--- src/rtl/xcap_pkg.sv ---
package xcap_pkg;
  // samples available at one rising edge, oldest first
  typedef struct packed {
    logic prev;   // last sample of the previous pair (falling edge)
    logic s_pos;  // rising-edge sample, stamp 2T
    logic s_neg;  // following falling-edge sample, stamp 2T+1
  } lvl_t;
endpackage

--- src/rtl/xcap_dual_sampler.sv ---
module xcap_dual_sampler
  import xcap_pkg::*;
#(
  parameter int TS_W = 16
) (
  input  logic            clk_i,
  input  logic            rst_ni,
  input  logic            sig_i,
  input  logic [TS_W-1:0] ts_i,
  output lvl_t            lvl_o,
  output logic [TS_W-1:0] base_o
);
  logic            pos_q, neg_q, prev_q;
  logic [TS_W-1:0] ts_q;

  always_ff @(posedge clk_i or negedge rst_ni) begin
    if (!rst_ni) begin
      pos_q <= 1'b0;
      ts_q  <= '0;
    end else begin
      pos_q <= sig_i;
      ts_q  <= ts_i;
    end
  end

  always_ff @(negedge clk_i or negedge rst_ni) begin
    if (!rst_ni) neg_q <= 1'b0;
    else         neg_q <= sig_i;
  end

  // falling-edge sample is consumed only in the rising domain
  always_ff @(posedge clk_i or negedge rst_ni) begin
    if (!rst_ni) prev_q <= 1'b0;
    else         prev_q <= neg_q;
  end

  assign lvl_o  = '{prev: prev_q, s_pos: pos_q, s_neg: neg_q};
  assign base_o = ts_q;
endmodule

--- src/rtl/xcap_tracker.sv ---
module xcap_tracker
  import xcap_pkg::*;
#(
  parameter int TS_W = 16,
  localparam int SW  = TS_W + 1
) (
  input  logic            clk_i,
  input  logic            rst_ni,
  input  logic            arm_i,
  input  logic            win_end_i,
  input  lvl_t            lvl_i,
  input  logic [TS_W-1:0] base_i,
  output logic [SW-1:0]   first_o,
  output logic [SW-1:0]   last_o,
  output logic [SW-1:0]   first_nxt_o,
  output logic [SW-1:0]   last_nxt_o,
  output logic            close_o,
  output logic            valid_o,
  output logic            nocross_o
);
  logic          active_q, found_q, done_q;
  logic [SW-1:0] first_q, last_q;
  logic [SW-1:0] f_n, l_n, st_e, st_o;
  logic          fd_n, fall_e, fall_o, chg_e, chg_o;

  assign st_e   = {base_i, 1'b0};
  assign st_o   = {base_i, 1'b1};
  assign fall_e = lvl_i.prev & ~lvl_i.s_pos;
  assign fall_o = lvl_i.s_pos & ~lvl_i.s_neg;
  assign chg_e  = lvl_i.prev ^ lvl_i.s_pos;
  assign chg_o  = lvl_i.s_pos ^ lvl_i.s_neg;

  always_comb begin
    f_n  = first_q;
    l_n  = last_q;
    fd_n = found_q;
    if (active_q) begin
      if (!found_q) begin
        if (fall_e) begin
          fd_n = 1'b1;
          f_n  = st_e;
          l_n  = chg_o ? st_o : st_e;
        end else if (fall_o) begin
          fd_n = 1'b1;
          f_n  = st_o;
          l_n  = st_o;
        end
      end else if (chg_o) begin
        l_n = st_o;
      end else if (chg_e) begin
        l_n = st_e;
      end
    end
  end

  assign close_o = active_q & win_end_i & ~arm_i;

  always_ff @(posedge clk_i or negedge rst_ni) begin
    if (!rst_ni) begin
      active_q <= 1'b0;
      found_q  <= 1'b0;
      done_q   <= 1'b0;
      first_q  <= '0;
      last_q   <= '0;
    end else if (arm_i) begin
      active_q <= 1'b1;
      found_q  <= 1'b0;
      done_q   <= 1'b0;
      first_q  <= '0;
      last_q   <= '0;
    end else begin
      found_q <= fd_n;
      first_q <= f_n;
      last_q  <= l_n;
      if (close_o) begin
        active_q <= 1'b0;
        done_q   <= 1'b1;
      end
    end
  end

  assign first_o     = first_q;
  assign last_o      = last_q;
  assign first_nxt_o = f_n;
  assign last_nxt_o  = l_n;
  assign valid_o     = done_q & found_q;
  assign nocross_o   = done_q & ~found_q;

  AST_FIRST_HELD: assert property (@(posedge clk_i) disable iff (!rst_ni)
    (found_q && !arm_i) |=> $stable(first_q));
  AST_LAST_AFTER_FIRST: assert property (@(posedge clk_i) disable iff (!rst_ni)
    found_q |-> (last_q >= first_q));
  AST_ARM_CLEARS: assert property (@(posedge clk_i) disable iff (!rst_ni)
    arm_i |=> (!found_q && !done_q && first_q == '0 && last_q == '0));
  AST_IDLE_FROZEN: assert property (@(posedge clk_i) disable iff (!rst_ni)
    (!active_q && !arm_i) |=> ($stable(first_q) && $stable(last_q) && $stable(done_q)));
  AST_DONE_HOLDS: assert property (@(posedge clk_i) disable iff (!rst_ni)
    (done_q && !arm_i) |=> (done_q && $stable(found_q)));
endmodule

--- src/rtl/xcap_avg.sv ---
module xcap_avg #(
  parameter int SW  = 17,
  localparam int AW = SW + 1
) (
  input  logic          clk_i,
  input  logic          rst_ni,
  input  logic          arm_i,
  input  logic          close_i,
  input  logic [SW-1:0] first_i,
  input  logic [SW-1:0] last_i,
  output logic [AW-1:0] avg_o
);
  logic [AW-1:0] sum_q;

  // sum of two half-unit stamps == mean with one fractional bit
  always_ff @(posedge clk_i or negedge rst_ni) begin
    if (!rst_ni)      sum_q <= '0;
    else if (arm_i)   sum_q <= '0;
    else if (close_i) sum_q <= AW'(first_i) + AW'(last_i);
  end

  assign avg_o = sum_q;

  AST_SUM_CLEAR: assert property (@(posedge clk_i) disable iff (!rst_ni)
    arm_i |=> (sum_q == '0));
endmodule

--- src/rtl/xcap_averager.sv ---
module xcap_averager
  import xcap_pkg::*;
#(
  parameter int TS_W = 16,
  localparam int SW  = TS_W + 1,
  localparam int AW  = SW + 1
) (
  input  logic            clk_i,
  input  logic            rst_ni,
  input  logic            arm_i,
  input  logic [TS_W-1:0] ts_i,
  input  logic            sig_i,
  input  logic            win_end_i,
  output logic [SW-1:0]   first_o,
  output logic [SW-1:0]   last_o,
  output logic [AW-1:0]   avg_o,
  output logic            valid_o,
  output logic            nocross_o
);
  lvl_t            lvl;
  logic [TS_W-1:0] base;
  logic [SW-1:0]   f_nxt, l_nxt;
  logic            close;

  xcap_dual_sampler #(.TS_W(TS_W)) u_smp (
    .clk_i, .rst_ni, .sig_i, .ts_i,
    .lvl_o  (lvl),
    .base_o (base)
  );

  xcap_tracker #(.TS_W(TS_W)) u_trk (
    .clk_i, .rst_ni, .arm_i, .win_end_i,
    .lvl_i       (lvl),
    .base_i      (base),
    .first_o     (first_o),
    .last_o      (last_o),
    .first_nxt_o (f_nxt),
    .last_nxt_o  (l_nxt),
    .close_o     (close),
    .valid_o     (valid_o),
    .nocross_o   (nocross_o)
  );

  xcap_avg #(.SW(SW)) u_avg (
    .clk_i, .rst_ni, .arm_i,
    .close_i (close),
    .first_i (f_nxt),
    .last_i  (l_nxt),
    .avg_o   (avg_o)
  );

  AST_AVG_BOUNDS: assert property (@(posedge clk_i) disable iff (!rst_ni)
    valid_o |-> (avg_o >= {first_o, 1'b0} && avg_o <= {last_o, 1'b0}));
  AST_FLAG_EXCL: assert property (@(posedge clk_i) disable iff (!rst_ni)
    !(valid_o && nocross_o));
endmodule

--- config.mk ---
export PLATFORM = sky130hd
export DESIGN_NAME = xcap_averager
export DESIGN_NICKNAME = d
export VERILOG_FILES = /design/src/rtl/xcap_pkg.sv /design/src/rtl/xcap_dual_sampler.sv /design/src/rtl/xcap_tracker.sv /design/src/rtl/xcap_avg.sv /design/src/rtl/xcap_averager.sv
export SDC_FILE = /design/constraint.sdc
export NUM_CORES = 1
export LEC_CHECK = 0
export BUFFER_PORTS_ARGS = -buffer_cell sky130_fd_sc_hd__buf_2
export CAP_MARGIN = 15
export CORE_MARGIN = 1
export CORE_UTILIZATION = 50
export CTS_CLUSTER_SIZE = 16
export DETAILED_ROUTE_END_ITERATION = 16
export PLACE_DENSITY = 0.84
export SYNTH_ARGS = -nofsm -noshare
export SYNTH_HDL_FRONTEND = slang
export SYNTH_SLANG_ARGS = --single-unit
--- constraint.sdc ---
create_clock -name clk_i -period 4.2 [get_ports clk_i]
set_input_delay 0.84 -clock clk_i [delete_from_list [all_inputs] [get_ports clk_i]]
set_output_delay 0.84 -clock clk_i [all_outputs]
set_load 0.01 [all_outputs]
==> summary by stage <==
Yosys
Yosys mapped a number of flops with a built-in enable equal to 0. For this run, the leading register cell type out of synthesis is dfrtp_1. During synthesis, Yosys emitted a total of 0 warnings. The cell count after synthesis came out at 343. The top cell type's share of synthesized area is 49.4%. Counting every net in the synthesized netlist gives between 300 and 400. The commonest cells after synthesis are dfrtp_1 (73), nor2b_1 (37), mux2_2 (29), nand2_1 (26), a21oi_1 (25). In the post-synthesis netlist, the biggest area contributors are dfrtp_1 (49%), mux2_2 (8.8%), ha_1 (6.8%). The count of state elements after synthesis is 74.

For this run, the register share of the synthesized area comes to ~50%. The per-instance average area after synthesis is between 10 and 15 sq um. The count of different cell masters after synthesis is 46. The most instantiated library cell after synthesis is dfrtp_1.

The cell type with the largest total area after synthesis is dfrtp_1. After synthesis, the share of flip-flops with an asynchronous set or reset is between 90% and 100%. The area of the mapped netlist is 3700 sq um.

Floorplan
The die is 88.0 um wide. The number of placed I/O pins is 75. The starting density of the core is about 53%.

The floorplan has 30 rows. The core region is 6980 sq um. The die covers 7740 sq um. Measured along the y axis, the die boundary spans 88.0 um.

Placed design
The final weighted congestion in routability-driven placement is 0.925. Timing analysis after detailed placement gives a worst setup slack of -1380 ps. The count of buffers added on input and output ports is 74. The wire-length estimate of the detail-placed layout is slightly above 6000 um. Counting tap cells, the placed design contains a total of 542 instances.

Drt
The number of violations reported at the end of detailed-routing iteration 0 is between 300 and 400. Using the TritonRoute via totals, the vias-per-cell ratio works out to slightly below 6. The count of nets left with antenna violations once routing finished came out at 0. The first TritonRoute pass finished after 5 iterations.

The detailed router placed 3,516 vias in this run. The average routed wire per standard cell is 21.4 um. After detailed routing, the number of remaining DRC violations is 0. The wire length after detailed routing is 12,600 um.

STA
The sum of negative setup slack is -14,570 ps. The final setup violation count is 17. The count of final max-slew check failures was 0. At the pin with the least slew margin, the transition time is about 950 ps. The relative max-transition margin is 36.9%.

The number of endpoints with negative hold slack in the final report was 0. Setup repair after global routing could not meet its margin everywhere. The setup skew after layout is 21.2 ps. The smallest setup slack after layout is -1070 ps.

Power
The largest voltage drop on the vdd net is 0.254 mV. In this run switching power makes up 32.3% of total power. The share of power burned in the clock network is 29.0%. The design internal power is 0.00149 W. Summed over all cells, the static leakage comes to 2.72 nW.

Power spread over the standard cell area amounts to about 390 nW/um^2. The sequential cell fraction of total power is 36.5%. The power spent charging and discharging nets is 0.000709 W. The combinational power share is 34.5%.

Global route
The number of global-route vias before repair was between 3k and 4k. Global routing used 32.5% of the available tracks across all layers. The total congestion overflow is 0. The first global-routing pass estimated around 18,000 um of wire. Entering global routing, the biggest net connects 74 pins.

The number of antenna violations at the first check in global routing is 0.

CTS
TritonCTS built the clock tree. The clock transition at the register clock pins on the worst setup and hold paths after CTS is 80 ps. The maximum root-to-sink buffer count is 2.

The clock net in this run drives a total of 74 sinks. The root buffer cell chosen for the clock tree is clkbuf_8. The number of clock buffers inserted by TritonCTS is 9.

The number of H-tree levels is 3. The source-to-sink clock delay at the later pin of the worst-skew pair is 370 ps. For this design, the CTS-stage hold fixing added 0 buffers.

Cells and area
The post-synthesis to final-layout area growth is 53.1%. The number of antenna diodes in the final layout is 0. The number of non-filler instances in the completed layout is 589. After filler insertion, the fill cell instance count of the layout stands at 378. The fraction of layout cells with a size suffix above 1 is approximately 55%. The number of nets at the end of the flow is 531.

Setup path
STA classifies the critical path endpoint as a flip-flop. The worst setup path is launched from a flip-flop. The critical path goes through inv_2 -> ha_4 -> nand3_4 -> o311ai_4 -> buf_6 -> buf_12 -> mux2_4 -> ha_4 -> nor2b_4 -> o31ai_4 -> a31oi_4 -> o21ai_2 -> nand3_1 -> a32o_1.

The critical path buffer and inverter count is 3. The highest fanout seen on the critical path is 5. Broken down by cell family, the worst path's largest delay share belongs to compound AO/OA/AOI/OAI gates. Among the stages of the critical path, the cell type that occurs most often is ha_4. The required time at the worst-slack endpoint is 4460 ps. The slowest stage of the critical path is the dfrtn_1 cell. The setup path with the least slack is of type reg2reg. The worst path arrival time is between 5000 and 6000 ps.

The largest incremental delay on the critical path is approximately 450 ps.

Outcome
The run finished, with violations left. The final reports fail on negative setup slack.

Hold path
The tightest min-delay check is of the reg2reg type.

Run
Max-cap violations in this run came to 0.
[tightest hold or removal path: stages (launching register included)]
cell	delay (ps)
dfrtp_1	350
nand2_1	50
o21ai_1	60
[timing repair]
item | 4_1_cts | 5_1_grt
pin swaps | 27 | 36
endpoints found under the setup margin | 28 | 19
gates cloned | 1 | 0
setup buffers | 19 | 19
gates resized for setup | 75 | 39
[worst paths after layout]
path	cells past startpoint	startpoint	slack [ps]	endpoint
max	14	u_smp.neg_q	-1070	u_avg.avg_o[10]
min	2	u_avg.avg_o[12]	500	u_avg.avg_o[12]
max reg2reg	14	u_smp.neg_q	-1070	u_avg.avg_o[10]
min reg2reg	2	u_avg.avg_o[12]	500	u_avg.avg_o[12]
max in group asynchronous	1	rst_ni	1760	u_smp.neg_q
min in group asynchronous	2	rst_ni	790	u_smp.base_o[13]
[power by group through the flow]
stage          combinational [W]  sequential [W]  clock (W)
6_report                0.000758        0.000801   0.000636
3_5_place_dp            0.000532        0.000810          0
5_1_grt                 0.000798        0.000806   0.000671
3_3_place_gp            0.000516        0.000809          0
4_1_cts                 0.000656        0.000797   0.000625
2_1_floorplan           0.000314        0.000822          0
[area by class of cell]
class | count | area, sq um | share of cell area (%)
Inverter | 10 | 37.5 | 0.663
Sequential cell | 74 | 1850 | 32.7
Clock inverter | 4 | 76.3 | 1.35
Clock buffer | 11 | 141 | 2.50
Timing Repair Buffer | 151 | 1060 | 18.8
Multi-Input combinational cell | 243 | 2370 | 41.8
Tap cell | 96 | 120 | 2.12
[sequential cells by signal, indices dropped and copies added, names as in the netlist]
signal,count
u_avg.avg_o,18
u_smp.base_o,16
u_smp.neg_q,1
u_smp.pos_q,1
u_smp.prev_q,1
u_trk.active_q,1
u_trk.done_q,1
u_trk.first_o,17
u_trk.found_q,1
u_trk.last_o,17
[metal layers]
layer	vias up	share of wire, %	GRT usage (%)
met1	1758	38	37.6
li1	1492	-	-
met5	-	0	0
met2	205	51	54.1
met3	61	5.8	8.39
met4	0	5.3	20.3
[through the flow]
stage	power [W]	hold slack, ps	util [%]	area (sq um)
2_1_floorplan	0.00114	473	-	3880
3_3_place_gp	0.00132	457	66.8	4660
3_5_place_dp	0.00134	472	66.8	4660
4_1_cts	0.00208	494	77.2	5390
5_1_grt	0.00228	532	81.1	5660
6_report	0.00220	498	81.1	5660
[cell usage in the layout, fill, tap and decap left out, drive strengths merged, types with 2 or more instances in the layout]
cell type    n
buf        151
dfrtp       73
nor2b       37
mux2        30
nand2       26
a21oi       25
o21ai       21
ha          20
nor2        19
clkbuf      11
inv         10
nor3         7
xor2         6
o211ai       5
nand3        5
a21o         4
a31oi        4
xnor2        3
o31ai        3
a211oi       3
and2         2
nand4        2
a41oi        2
bufinv       2
o21a         2
mux2i        2
or3          2
and3         2
a311oi       2
[cells by family (layout without fill, tap and decap cells)]
| group | Yosys count | after routing | share of synthesized area (%) |
|---|---|---|---|
| and+or+nand+nor | 106 | 106 | 14.8 |
| muxes | 32 | 32 | 9.68 |
| buffers and inverters | 26 | 176 | 3.01 |
| xor gates and xnor gates | 9 | 9 | 2.13 |
| AOI/OAI and AO/OA | 75 | 75 | 13.0 |
| DFF | 74 | 74 | 50.1 |
| adders and majority gates | 21 | 21 | 7.31 |
Power figures use the tool's default switching activity.
